<file path="config.mk">
export PLATFORM = sky130hd
export DESIGN_NAME = reqwait_mem_responder
export DESIGN_NICKNAME = d
export VERILOG_FILES = /design/src/rtl/reqwait_pkg.sv /design/src/rtl/reqwait_ctrl.sv /design/src/rtl/reqwait_datapath.sv /design/src/rtl/reqwait_mem_responder.sv
export SDC_FILE = /design/constraint.sdc
export NUM_CORES = 1
export LEC_CHECK = 0
export ABC_CLOCK_PERIOD_IN_PS = 2650
export BUFFER_PORTS_ARGS = -buffer_cell sky130_fd_sc_hd__buf_2
export CAP_MARGIN = 20
export CORE_MARGIN = 3
export CORE_UTILIZATION = 40
export DETAILED_ROUTE_END_ITERATION = 10
export PLACE_DENSITY = 0.57
export SETUP_SLACK_MARGIN = 0.3
export SLEW_MARGIN = 40
export SYNTH_ARGS = -nofsm -noshare
export SYNTH_HDL_FRONTEND = slang
export SYNTH_SLANG_ARGS = --single-unit
</file>
<file path="constraint.sdc">
create_clock -name clk -period 2.65 [get_ports clk]
set_input_delay 0.53 -clock clk [delete_from_list [all_inputs] [get_ports clk]]
set_output_delay 0.53 -clock clk [all_outputs]
set_load 0.01 [all_outputs]
</file>
<file path="src/rtl/reqwait_pkg.sv">
package reqwait_pkg;

  typedef enum logic [1:0] {
    ST_IDLE = 2'd0,
    ST_BUSY = 2'd1,
    ST_HOLD = 2'd2
  } rwState_e;

  // strobes from control to datapath
  typedef struct packed {
    logic capture;   // latch direction, address and write data
    logic complete;  // perform the storage access now
    logic relBus;    // stop driving the data lines
  } rwStrobe_t;

endpackage

</file>
<file path="src/rtl/reqwait_ctrl.sv">
module reqwait_ctrl
  import reqwait_pkg::*;
#(
  parameter int LAT_W   = 4,
  parameter int TACCESS = 3
) (
  input  logic             clk,
  input  logic             rstN,
  input  logic             req,
  input  logic [LAT_W-1:0] latency,
  output rwStrobe_t        strobe,
  output logic             waitOut
);

  localparam logic [LAT_W-1:0] WINDOW = LAT_W'(TACCESS);
  localparam logic [LAT_W-1:0] ONE    = LAT_W'(1);

  rwState_e         state;
  logic [LAT_W-1:0] cnt;
  logic [LAT_W-1:0] effLat;
  logic             slowReq;
  logic             waitQ;

  // a zero latency is promoted to one cycle
  assign effLat  = (latency == '0) ? ONE : latency;
  assign slowReq = effLat > WINDOW;

  always_comb begin
    strobe          = '0;
    strobe.capture  = (state == ST_IDLE) && req;
    strobe.complete = (state == ST_BUSY) && (cnt == ONE);
    strobe.relBus   = (state == ST_HOLD) && !req;
  end

  always_ff @(posedge clk or negedge rstN) begin
    if (!rstN) begin
      state <= ST_IDLE;
      cnt   <= '0;
      waitQ <= 1'b0;
    end else begin
      unique case (state)
        ST_IDLE: begin
          if (strobe.capture) begin
            cnt   <= effLat;
            waitQ <= slowReq;
            state <= ST_BUSY;
          end
        end
        ST_BUSY: begin
          if (strobe.complete) begin
            waitQ <= 1'b0;
            cnt   <= '0;
            state <= ST_HOLD;
          end else begin
            cnt <= cnt - ONE;
          end
        end
        ST_HOLD: begin
          if (strobe.relBus) state <= ST_IDLE;
        end
        default: state <= ST_IDLE;
      endcase
    end
  end

  assign waitOut = waitQ;

endmodule

</file>
<file path="src/rtl/reqwait_datapath.sv">
module reqwait_datapath
  import reqwait_pkg::*;
#(
  parameter int ADDR_W = 4,
  parameter int DATA_W = 8
) (
  input  logic              clk,
  input  logic              rstN,
  input  rwStrobe_t         strobe,
  input  logic              rdWrN,
  input  logic [ADDR_W-1:0] addr,
  input  logic [DATA_W-1:0] wrData,
  output logic [DATA_W-1:0] busData,
  output logic              busValid
);

  localparam int DEPTH = 1 << ADDR_W;

  logic [ADDR_W-1:0] addrQ;
  logic              isWrQ;
  logic [DATA_W-1:0] wdQ;
  logic [DATA_W-1:0] rdQ;
  logic              driveQ;
  logic [DATA_W-1:0] store [DEPTH];

  // request registers
  always_ff @(posedge clk or negedge rstN) begin
    if (!rstN) begin
      addrQ <= '0;
      isWrQ <= 1'b0;
      wdQ   <= '0;
    end else if (strobe.capture) begin
      addrQ <= addr;
      isWrQ <= rdWrN;
      wdQ   <= wrData;
    end
  end

  // storage array
  always_ff @(posedge clk or negedge rstN) begin
    if (!rstN) begin
      for (int i = 0; i < DEPTH; i++) store[i] <= '0;
    end else if (strobe.complete && isWrQ) begin
      store[addrQ] <= wdQ;
    end
  end

  // read register and bus driver
  always_ff @(posedge clk or negedge rstN) begin
    if (!rstN) begin
      rdQ    <= '0;
      driveQ <= 1'b0;
    end else if (strobe.complete && !isWrQ) begin
      rdQ    <= store[addrQ];
      driveQ <= 1'b1;
    end else if (strobe.relBus) begin
      rdQ    <= '0;
      driveQ <= 1'b0;
    end
  end

  assign busData  = driveQ ? rdQ : '0;
  assign busValid = driveQ;

endmodule

</file>
<file path="src/rtl/reqwait_mem_responder.sv">
module reqwait_mem_responder
  import reqwait_pkg::*;
#(
  parameter int ADDR_W  = 4,
  parameter int DATA_W  = 8,
  parameter int LAT_W   = 4,
  parameter int TACCESS = 3
) (
  input  logic              clk,
  input  logic              rstN,
  input  logic              req,
  input  logic              rdWrN,
  input  logic [ADDR_W-1:0] addr,
  input  logic [DATA_W-1:0] wrData,
  input  logic [LAT_W-1:0]  latency,
  output logic              waitOut,
  output logic [DATA_W-1:0] busData,
  output logic              busValid
);

  rwStrobe_t strobe;

  reqwait_ctrl #(
    .LAT_W  (LAT_W),
    .TACCESS(TACCESS)
  ) ctrl_i (
    .clk    (clk),
    .rstN   (rstN),
    .req    (req),
    .latency(latency),
    .strobe (strobe),
    .waitOut(waitOut)
  );

  reqwait_datapath #(
    .ADDR_W(ADDR_W),
    .DATA_W(DATA_W)
  ) dp_i (
    .clk     (clk),
    .rstN    (rstN),
    .strobe  (strobe),
    .rdWrN   (rdWrN),
    .addr    (addr),
    .wrData  (wrData),
    .busData (busData),
    .busValid(busValid)
  );

endmodule

</file>
* Word level (Yosys, flattened, before mapping)
Cells that the tools add are included.
Storage, ports and cells: register bits after elaboration 157, bits in latches 0, RAM bits 0, bits in read-only memories 0, memories kept 0
Cells by class: $add $sub $neg 1, multipliers 0, divide/modulo/power cells 0, $lt $le $gt $ge 3, equality and inequality tests 6, shift-type cells 0, mux-type cells 22, bitwise logic cells 1, reductions and logical operators 15
Operator list (count):
- $bwmux 128 | 1
- $mux 8 | 6
- $bmux 8 s4 | 1
- $demux 8 s4 | 1
- $mux 4 | 3
- $pmux 4 s2 | 1
- $logic_and 1x1->1 | 6
- $mux 2 | 3
- $ne 2x1->1 const B | 3
- $pmux 2 s3 | 1
- $reduce_and 3->1 | 2
- $ge 5x5->1 const B | 1
- $lt 5x1->1 const B | 1
- $not 4->5 | 1
- $eq 4x1->1 const B | 1
- $gt 4x2->1 const B | 1
- $logic_not 4->1 | 1
- $mux 1 | 4
- $reduce_bool 2->1 | 2
- $sub 4x1->4 const B | 1
- $eq 2x1->1 const B | 1
- $eq 2x2->1 const B | 1
- $logic_not 1->1 | 2
- $logic_not 2->1 | 1
- 2 further kinds | 2

* Depth between registers and ports, before layout
Gate-level depths: netlist of run 1.
depth after elaboration 6, mapped depth 6, mapped depth without buffers 6

* By module
Synthesis of run 1 repeated with hierarchy kept, for this count alone.
Unflattened totals: cells, all modules 557, area, all modules 7231.9 um^2
By module, submodules not included:
- reqwait_datapath | times used 1, cells each 512, area an instance 6815.3 um^2, seq. area each 3753.6 um^2
- reqwait_ctrl | times used 1, cells each 45, area an instance 416.6 um^2, seq. area each 175.2 um^2

* Worst setup path after synthesis of run 1
No wires, ideal clock.
kind reg-to-reg, start point register ctrl_i.cnt[1], end point register dp_i.store[40] in the netlist's numbering, arrival 1953 ps, data required time 2525 ps, setup slack 572 ps, stages on the path, launching flop included 7, path through dfrtp_1 > inv_1 > ha_1 > nor3b_4 > nand4_4 > nor2_2 > mux2_2
Between the ends: longest elaborated chain between the ends 3
RTL lines:
- start, declared | line reqwait_ctrl.sv:19 | logic [LAT_W-1:0] cnt;
- start signal, assigned | line reqwait_ctrl.sv:44 | cnt <= effLat;
- start signal, assigned | line reqwait_ctrl.sv:55 | cnt <= cnt - ONE;
- $eq 4x1->1 | line reqwait_ctrl.sv:31 | strobe.complete = (state == ST_BUSY) && (cnt == ONE);
- $logic_and 1x1->1 | line reqwait_ctrl.sv:31
- $logic_and 1x1->1 | line reqwait_datapath.sv:43 | end else if (strobe.complete && isWrQ) begin
- end signal, assigned by index | line reqwait_datapath.sv:44 | store[addrQ] <= wdQ;
- end, declared | line reqwait_datapath.sv:24 | logic [DATA_W-1:0] store [DEPTH];
No other way between the ends. A chain may end at the register's enable or synchronous reset.

* Worst setup path in the final report of run 1
start point register ctrl_i.cnt[1], end point register dp_i.store[101] in the netlist's numbering
The elaborated chain is that of the path after synthesis.

==> metrics.yaml, run 1 <==
yosysSeqAreaShare_pct: 54.5
rows: 48
fin_crit_ns: 2.31
synth_fa_ha_area_share_pct: 0.347
min_period_over_period_pct: 87.2
numCtsBuffers: 17
syn_area_sq_mm: 0.00721
synth_nets: 487
antenna_found_initial: 0
initial_core_util_pct: 41.2
cts_buffer_depth: 2
die_area_sq_mm: 0.0197
hp-class: "in2async"
core-area_sq_mm: 0.0175
cts_root_buffer: "clkbuf_16"
routedWlPerCell_um: 21.3
synthDistinctLibCells: 35
drive_gt1_share_pct: 55.2
port_buffers: 29
ys_warn_count: 0
path_max_fanout: 9
rsz0062_at_grt: "yes"
dieHeight_um: 140
via_per_inst: 5.44
worst_pin_slew_ns: 0.792
grt_pass1_wl_um: 26200
drt-initial-drc-count: 194
slew_viol_final: 0
synthTopCellsByArea: "dfrtp_1, mux2_2, mux4_2"
worst_setup_path_start_kind: "register"
htree_levels: 4
rr_worst_depth: 8
fin_skew_ns: 0.00553
worst_slack_ns: 0.339
maxSlewHeadroom_pct: 46.9
crit_required_ns: 2.94
rrSetupSlack_ns: 0.34
grt_overflow: 0
cts_tree: "built"
arrival_ns: 2.61
syn_avg_cell_area_sq_um: 15.5
ys_top_cells_by_count: "dfrtp_1, mux2_2, mux4_2"
worstSetupEndpointType: "register"
power_density_mw_per_mm2: 1060
dp_hpwl_um: 10500
path_clk_slew_ns: 0.06
finalHoldViolations: 0
finalSetupTns_ns: 0
hold_ws_ns: 0.119
cp-endpoint: "dp_i.store[101]$_DFFE_PN0P_"
yosysMostFrequentCell: "dfrtp_1"
timing.rr.end: "dp_i.store[101]$_DFFE_PN0P_"
drc_errors: 0
io_pins: 30
ys.flop_type: "dfrtp_1"
clk_latency_ns: 0.41
synth-edff-count: 0
p_leak_nw: 3.91
postSynthCellCount: 465
timing.rr.start: "ctrl_i.cnt[1]$_DFFE_PN0P_"
yosys.area_share.simple_pct: 6.67
synth_top_cell_area_share_pct: 54.5
diodes: 0
max_cap_viol_count: 0
peakVddDrop_uv: 652
via_count: 4078
area_growth_pct: 16.2
dp_slack_ns: 0.189
synth_compound_gate_area_share_pct: 2.46
postRouteAntennaNets: 0
synth_xor_area_share_pct: 0
dr.pass1.iters: 4
wl_um: 16000
nets: 535
yosysTopAreaCell: "dfrtp_1"
place_congestion: 0.730
crit_path_start: "ctrl_i.cnt[1]$_DFFE_PN0P_"
grt_pass1_vias: 4424
status: "completed"
track_usage_pct: 17.4
synthArstFlopShare_pct: 100
synth_top_family_by_area: "multiplexers"
grt_max_degree: 64
hold_buffers: 0
synth_seq_cells: 157
setup_viol: 0
fp.dieW_um: 140
fmax_mhz: 433
synthMuxAreaShare_pct: 34.4
critical_path_class: "reg2reg"
cts_sinks: 157
==> registers in the layout (all words and copies together) (netlist names) <==
name / flops
dp_i.store: 128
dp_i.rdQ: 8
dp_i.wdQ: 8
ctrl_i.cnt: 4
dp_i.addrQ: 4
ctrl_i.state: 2
ctrl_i.waitOut: 1
dp_i.busValid: 1
dp_i.isWrQ: 1
==> kinds of logic (layout without fill, tap and decap cells) <==
kind of cell,after synthesis,in the layout
mux,189,189
compound gates,25,25
simple gates,64,64
fa+ha+maj,2,2
flops,157,157
buf+inv,28,87
==> report_power, final <==
part	switching, mW	total (mW)	internal (mW)	leakage [nW]
combinational	0.996	2.39	1.40	1.50
clock	0.939	2.37	1.43	0.278
sequential	0.924	4.12	3.20	2.13
==> metrics by stage <==
stage	std cells	util, %	total power, mW	area (sq um)
finish	749	47.9	8.88	8380
global route	749	47.9	9.43	8380
CTS	746	47.5	8.99	8310
detailed placement	716	44.2	6.59	7730
global placement	716	44.2	6.44	7730
floorplan	465	-	5.75	7210
==> what timing repair did <==
item | in CTS | in global routing
buffers inserted | 0 | 3
gates resized for setup | 2 | 2
setup endpoints to repair | 21 | 47
pin swaps | 0 | 3
==> worst max-delay path, cell delays in order (launching register included) <==
cell and delay [ns]:
dfrtp_1 0.37, inv_1 0.09, ha_1 0.18, nor3b_4 0.20, buf_4 0.24, nand4_4 0.18
nor2_2 0.35, buf_4 0.23, mux2_2 0.34
==> layer usage <==
layer,GRT usage (%),share of wire (%)
met1,24.3,47
met5,0,0
met3,5.02,4.8
met2,27.0,47
met4,4.18,0.94
==> placed cells by master (no fill, tap or decap), types with 2 or more instances in the layout <==
| cell type | netlist | layout |
|---|---|---|
| a221o_1 | 8 | 8 |
| nor2_2 | 12 | 9 |
| nor2_4 | 0 | 3 |
| buf_4 | 0 | 20 |
| and2_1 | 9 | 9 |
| mux2_2 | 149 | 149 |
| inv_1 | 3 | 3 |
| nand2b_1 | 3 | 3 |
| nor2b_1 | 3 | 3 |
| nor2_1 | 13 | 13 |
| dfrtp_1 | 157 | 155 |
| clkinv_2 | 0 | 3 |
| bufinv_16 | 0 | 2 |
| clkbuf_8 | 0 | 2 |
| nor3_4 | 4 | 4 |
| nand4_4 | 4 | 4 |
| mux2i_1 | 8 | 8 |
| buf_12 | 0 | 5 |
| clkbuf_16 | 0 | 17 |
| buf_2 | 10 | 28 |
| ha_1 | 2 | 2 |
| mux4_2 | 32 | 32 |
| o21ai_0 | 7 | 7 |
| a21oi_1 | 5 | 5 |
| clkinv_4 | 0 | 2 |
| clkinvlp_4 | 0 | 2 |
| nand2_1 | 6 | 6 |
==> worst min-delay path by stage <==
| stage | startpoint | to | slack, ns |
|---|---|---|---|
| after floorplan | rstN | ctrl_i.cnt[0]$_DFFE_PN0P_ | 0.23 |
| after global placement | dp_i.store[63]$_DFFE_PN0P_ | dp_i.store[63]$_DFFE_PN0P_ | 0.48 |
| after detailed placement | dp_i.store[56]$_DFFE_PN0P_ | dp_i.store[56]$_DFFE_PN0P_ | 0.49 |
| after CTS | rstN | dp_i.store[110]$_DFFE_PN0P_ | 0.13 |
| after global routing | rstN | dp_i.store[118]$_DFFE_PN0P_ | 0.15 |
| final | rstN | dp_i.store[118]$_DFFE_PN0P_ | 0.12 |
==> layout make-up <==
class	instances	area, sq um
Tap cell	225	282
Inverter	3	11.3
Clock buffer	20	457
Clock inverter	10	116
Multi-Input combinational cell	280	3180
Timing Repair Buffer	54	402
Sequential cell	157	3930
Fill cell	1504	9100
Power figures use the tool's default switching activity.
==> run 2, diff against run 1 <==
Settings changed: CELL_PAD_IN_SITES_DETAIL_PLACEMENT set to 0, CELL_PAD_IN_SITES_GLOBAL_PLACEMENT set to 1, CTS_CLUSTER_DIAMETER set to 120, PLACE_DENSITY 0.57 to 0.64.
==> metrics.yaml, run 2 (synthesis gave the netlist of run 1 again) <==
fp.dieW_um: 140  # unchanged
maxSlewHeadroom_pct: 50.1  # +3.2 points
timing.rr.start: "ctrl_i.cnt[1]$_DFFE_PN0P_"
worst_setup_path_start_kind: "register"
grt_pass1_wl_um: 24700  # -5.7%
finalHoldViolations: 0  # unchanged
track_usage_pct: 16.4  # -1.0 points
clkPwrFrac_pct: 27.2  # +0.6 points
rsz0062_at_grt: "no"
path_delay_family: "simple AND/OR/NAND/NOR gates"
arrival_ns: 2.55  # -0.06 ns
finalSetupTns_ns: 0  # unchanged
hp-class: "in2async"
cts_setup_buffers: 0  # unchanged
grt_overflow: 0  # unchanged
dp_hpwl_um: 10200  # -2.8%
port_buffers: 29  # unchanged
path_max_fanout: 9  # unchanged
initial_core_util_pct: 41.2  # unchanged
worst_pin_slew_ns: 0.749  # -0.0430 ns
p_sw_mw: 2.88  # +0.81%
grt_max_degree: 75  # +17%
nets: 528  # -1.3%
drive_gt1_share_pct: 54.3  # -0.82 points
critical_path_class: "reg2reg"
crit_required_ns: 2.95  # about the same
fin_skew_ns: 0.00976  # +0.00423 ns
rr_worst_depth: 7  # -1
cpPeakStageDelay_ns: 0.49  # +0.12 ns
cts_root_buffer: "clkbuf_16"
slew_viol_final: 0  # unchanged
dieHeight_um: 140  # unchanged
routedWlPerCell_um: 20.5  # -3.7%
dp_slack_ns: 0.304  # +0.115 ns
area_growth_pct: 15.3
htree_levels: 4  # unchanged
worstSetupEndpointType: "register"
core-area_sq_mm: 0.0175  # unchanged
drt-initial-drc-count: 151  # -22%
postRouteAntennaNets: 0  # unchanged
clk_latency_ns: 0.42  # about the same
min_period_over_period_pct: 85.0  # -2.2 points
critical_path.slowest_cell: "nor3_4"
cts_buffer_depth: 2  # unchanged
combPwrFrac_pct: 25.9  # -1.0 points
grt_pass1_vias: 4338  # -1.9%
fmax_mhz: 444  # +2.6%
via_count: 3964  # -2.8%
switching_share_pct: 32.4  # +0.21 points
internal-power_mw: 6.01  # -0.16%
via_per_inst: 5.33  # -2.1%
cts_sinks: 157  # unchanged
critical_path_buf_inv_count: 2  # -1
dr.pass1.iters: 4  # unchanged
worst_slack_ns: 0.397  # +0.0576 ns
cts_tree: "built"
largest_reg_flops: 128  # unchanged
mostFrequentLayoutCell: "dfrtp_1"
p_leak_nw: 3.87  # -1.1%
io_pins: 30  # unchanged
status: "completed"
critical_path.cell_chain: "inv_1, ha_1, nor3b_4, buf_4, nand4_4, nor3_4, mux2_2"
setup_viol: 0  # unchanged
rrSetupSlack_ns: 0.40  # +0.06 ns
antenna_found_initial: 0  # unchanged
power_density_mw_per_mm2: 1070  # +0.94%
numCtsBuffers: 17  # unchanged
largest_registers: "dp_i.store: 128 flops, dp_i.rdQ: 8 flops, dp_i.wdQ: 8 flops"
fillers: 1511  # +0.47%
diodes: 0  # unchanged
layout_common_cells: "dfrtp_1, mux2_2, mux4_2"
seq_power_share_pct: 46.9  # +0.5 points
die_area_sq_mm: 0.0197  # unchanged
fin_crit_ns: 2.25  # -0.0576 ns
regArea_sq_mm: 0.00394  # about the same
wl_um: 15300  # -4.4%
largest_register: "dp_i.store"
max_cap_viol_count: 0  # unchanged
path_clk_slew_ns: 0.06  # about the same
timing.rr.end: "dp_i.store[24]$_DFFE_PN0P_"
drc_errors: 0  # unchanged
multiInputGateArea_sq_mm: 0.00318  # unchanged
rows: 48  # unchanged
crit_path_start: "ctrl_i.cnt[1]$_DFFE_PN0P_"
place_congestion: 0.746  # +2.2%
peakVddDrop_uv: 505  # -23%
==> run 2: final cells by class <==
cell class | instances | share of cell area [%]
clock buffer | 21 | 5.42
inverter | 3 | 0.135
timing repair buffer | 47 | 3.90
tap | 225 | 3.39
sequential | 157 | 47.4
clock inverter | 11 | 1.60
multi-input combinational | 280 | 38.2
==> run 2: power by group through the flow <==
stage | registers [mW] | logic (mW) | clock network (mW)
5_1_grt | 4.35 | 2.51 | 2.60
4_1_cts | 4.18 | 2.34 | 2.48
2_1_floorplan | 3.59 | 2.15 | 0
6_report | 4.17 | 2.30 | 2.42
3_5_place_dp | 4.22 | 2.33 | 0
3_3_place_gp | 4.18 | 2.26 | 0
==> run 2: what timing repair did <==
item                       4_1_cts  5_1_grt
resized for setup                0        4
hold buffers                     0        0
setup endpoints to repair        0       41
==> run 2: through the flow <==
stage / utilization, % / hold WS (ns) / instances / cell area (sq um) / power (mW)
after floorplan: - / 0.234 / 465 / 7210 / 5.75
after global placement: 44.1 / 0.484 / 712 / 7710 / 6.45
after detailed placement: 44.1 / 0.490 / 712 / 7710 / 6.55
after CTS: 47.5 / 0.175 / 744 / 8290 / 9.00
after global routing: 47.6 / 0.189 / 744 / 8310 / 9.45
final: 47.6 / 0.133 / 744 / 8310 / 8.89
==> run 2: worst max path at each step <==
stage                                        to  slack [ns]  cells after the start
floorplan            dp_i.store[40]$_DFFE_PN0P_        0.57                      6
global placement    dp_i.store[105]$_DFFE_PN0P_        0.34                      4
detailed placement   dp_i.store[17]$_DFFE_PN0P_        0.30                      3
CTS                 dp_i.store[104]$_DFFE_PN0P_        0.30                      4
global route         dp_i.store[27]$_DFFE_PN0P_        0.31                      7
finish               dp_i.store[24]$_DFFE_PN0P_        0.40                      7
==> run 2: per-layer routing <==
| metal | wire, um | GRT usage (%) | vias to the layer above |
|---|---|---|---|
| met5 | 0 | 0 | - |
| met4 | 119 | 4.03 | 0 |
| met3 | 523 | 4.06 | 8 |
| met2 | 7610 | 26.7 | 52 |
| met1 | 7030 | 22.2 | 2087 |
| li1 | - | - | 1817 |
==> run 3, diff against run 2 <==
--- a/config.mk
+++ b/config.mk
@@ -13,4 +13,5 @@
 export CORE_MARGIN = 3
 export CORE_UTILIZATION = 40
+export CTS_BUF_LIST = sky130_fd_sc_hd__clkbuf_8
 export CTS_CLUSTER_DIAMETER = 120
 export DETAILED_ROUTE_END_ITERATION = 10
==> constraint.sdc (replaced) <==
create_clock -name clk -period 2.65 [get_ports clk]
set_input_delay 0.53 -clock clk [delete_from_list [all_inputs] [get_ports clk]]
set_output_delay 0.53 -clock clk [all_outputs]
set_load 0.005 [all_outputs]
==> metrics.yaml, run 3 (synthesis gave the netlist of run 1 again) <==
rows: 48  # unchanged
dp.cells: 712  # unchanged
fmax_mhz: 444  # +0.16%
critical_path.cell_chain: "inv_1, ha_1, nor3b_4, buf_4, nand4_4, nor3_4, mux2_2"
cts_tree: "built"
grt_pass1_vias: 4342  # +0.092%
finish.utilization_pct: 46.5  # -1.1 points
drive_gt1_share_pct: 54.3  # unchanged
drc_errors: 0  # unchanged
rsz0062_at_grt: "yes"
dieHeight_um: 140  # unchanged
finalSetupTns_ns: 0  # unchanged
setup_viol: 0  # unchanged
arrival_ns: 2.59  # +0.04 ns
area_growth_pct: 12.7
track_usage_pct: 16.4  # +0.041 points
p_leak_nw: 3.79  # -1.9%
via_per_inst: 5.37  # +0.81%
initial_core_util_pct: 41.2  # unchanged
peakVddDrop_uv: 458  # -9.4%
critical_path.slowest_cell: "nor3_4"
postRouteAntennaNets: 0  # unchanged
dp_hpwl_um: 10200  # unchanged
path_clk_slew_ns: 0.08  # +0.02 ns
slew_viol_final: 0  # unchanged
core-area_sq_mm: 0.0175  # unchanged
finalHoldViolations: 0  # unchanged
largest_registers: "dp_i.store: 128 flops, dp_i.rdQ: 8 flops, dp_i.wdQ: 8 flops"
grt_pass1_wl_um: 24600  # -0.31%
port_buffers: 29  # unchanged
min_period_over_period_pct: 84.9  # -0.13 points
fin_cells: 744  # unchanged
cts_setup_buffers: 0  # unchanged
routedWlPerCell_um: 20.4  # -0.59%
numCtsBuffers: 17  # unchanged
power_density_mw_per_mm2: 1010  # -5.3%
antenna_found_initial: 0  # unchanged
cts_root_buffer: "clkbuf_8"
critical_path_class: "reg2reg"
maxSlewHeadroom_pct: 50.1  # +0.050 points
cts_sinks: 157  # unchanged
hp-class: "in2async"
worstSetupEndpointType: "register"
path_delay_family: "simple AND/OR/NAND/NOR gates"
io_pins: 30  # unchanged
total_power_mw: 8.23  # -7.4%
clk_latency_ns: 0.46  # +0.04 ns
cts_buffer_depth: 2  # unchanged
wl_um: 15200  # -0.59%
critical_path_buf_inv_count: 2  # unchanged
cpPeakStageDelay_ns: 0.49  # about the same
dp_slack_ns: 0.304  # unchanged
grt_overflow: 0  # unchanged
drt-initial-drc-count: 174  # +15%
diodes: 0  # unchanged
htree_levels: 4  # unchanged
max_cap_viol_count: 0  # unchanged
via_count: 3996  # +0.81%
fin_crit_ns: 2.25  # -0.00353 ns
grt_max_degree: 75  # unchanged
place_congestion: 0.746  # unchanged
fp.dieW_um: 140  # unchanged
largest_reg_flops: 128  # unchanged
worst_slack_ns: 0.400  # +0.00353 ns
crit_required_ns: 2.99  # +0.04 ns
nets: 528  # unchanged
mostFrequentLayoutCell: "dfrtp_1"
layout_common_cells: "dfrtp_1, mux2_2, mux4_2"
die_area_sq_mm: 0.0197  # unchanged
fin_skew_ns: 0.0121  # +0.00230 ns
dr.pass1.iters: 5  # +1
path_max_fanout: 9  # unchanged
rrSetupSlack_ns: 0.40  # about the same
worst_pin_slew_ns: 0.748  # -0.000755 ns
status: "completed"
worst_setup_path_start_kind: "register"
largest_register: "dp_i.store"
## run 3: cell types whose count changed in the layout (fill, tap and decap cells not counted), sizes merged
cell	change
inv	+3
clkbuf	-3
## run 3: final timing paths
kind,startpoint,endpoint,cells after the start
hold reg to reg,dp_i.store[55]$_DFFE_PN0P_,dp_i.store[55]$_DFFE_PN0P_,1
setup / recovery,ctrl_i.cnt[1]$_DFFE_PN0P_,dp_i.store[24]$_DFFE_PN0P_,7
hold / removal,rstN,dp_i.store[96]$_DFFE_PN0P_,1
min in group clk,wrData[5],dp_i.wdQ[5]$_DFFE_PN0P_,2
max in group asynchronous,rstN,dp_i.store[85]$_DFFE_PN0P_,2
setup reg to reg,ctrl_i.cnt[1]$_DFFE_PN0P_,dp_i.store[24]$_DFFE_PN0P_,7
## run 3: cell type report
cell class | instances | area [sq um]
sequential | 157 | 3940
inverter | 3 | 11.3
timing repair buffer | 47 | 324
fill | 1532 | 9350
clock buffer | 18 | 248
multi-input combinational | 280 | 3180
clock inverter | 14 | 144
tap | 225 | 282
## run 3: power by group
part / internal (mW) / switching [mW] / leakage, nW
Clock: 0.864 / 0.918 / 0.204
Combinational: 1.38 / 0.904 / 1.46
Sequential: 3.19 / 0.971 / 2.13
Total: 5.44 / 2.79 / 3.79
## run 3: timing repair
action	in CTS	in global routing
gates resized for setup	0	5
hold buffers	0	0
endpoints found under the setup margin	0	41
## run 3: metal layers
layer  GRT usage [%]  share of wire [%]  up-vias
met3            4.17                3.5       13
met1            22.3                 46     2109
met5               0                  0        -
met2            26.3                 49       63
met4            4.69                1.0        0
li1                -                  -     1811
## run 3: metrics by stage
stage / hold WS (ns) / cell area (sq um)
2_1_floorplan: 0.234 / 7210
3_3_place_gp: 0.484 / 7710
3_5_place_dp: 0.490 / 7710
4_1_cts: 0.118 / 8100
5_1_grt: 0.135 / 8130
6_report: 0.0874 / 8130
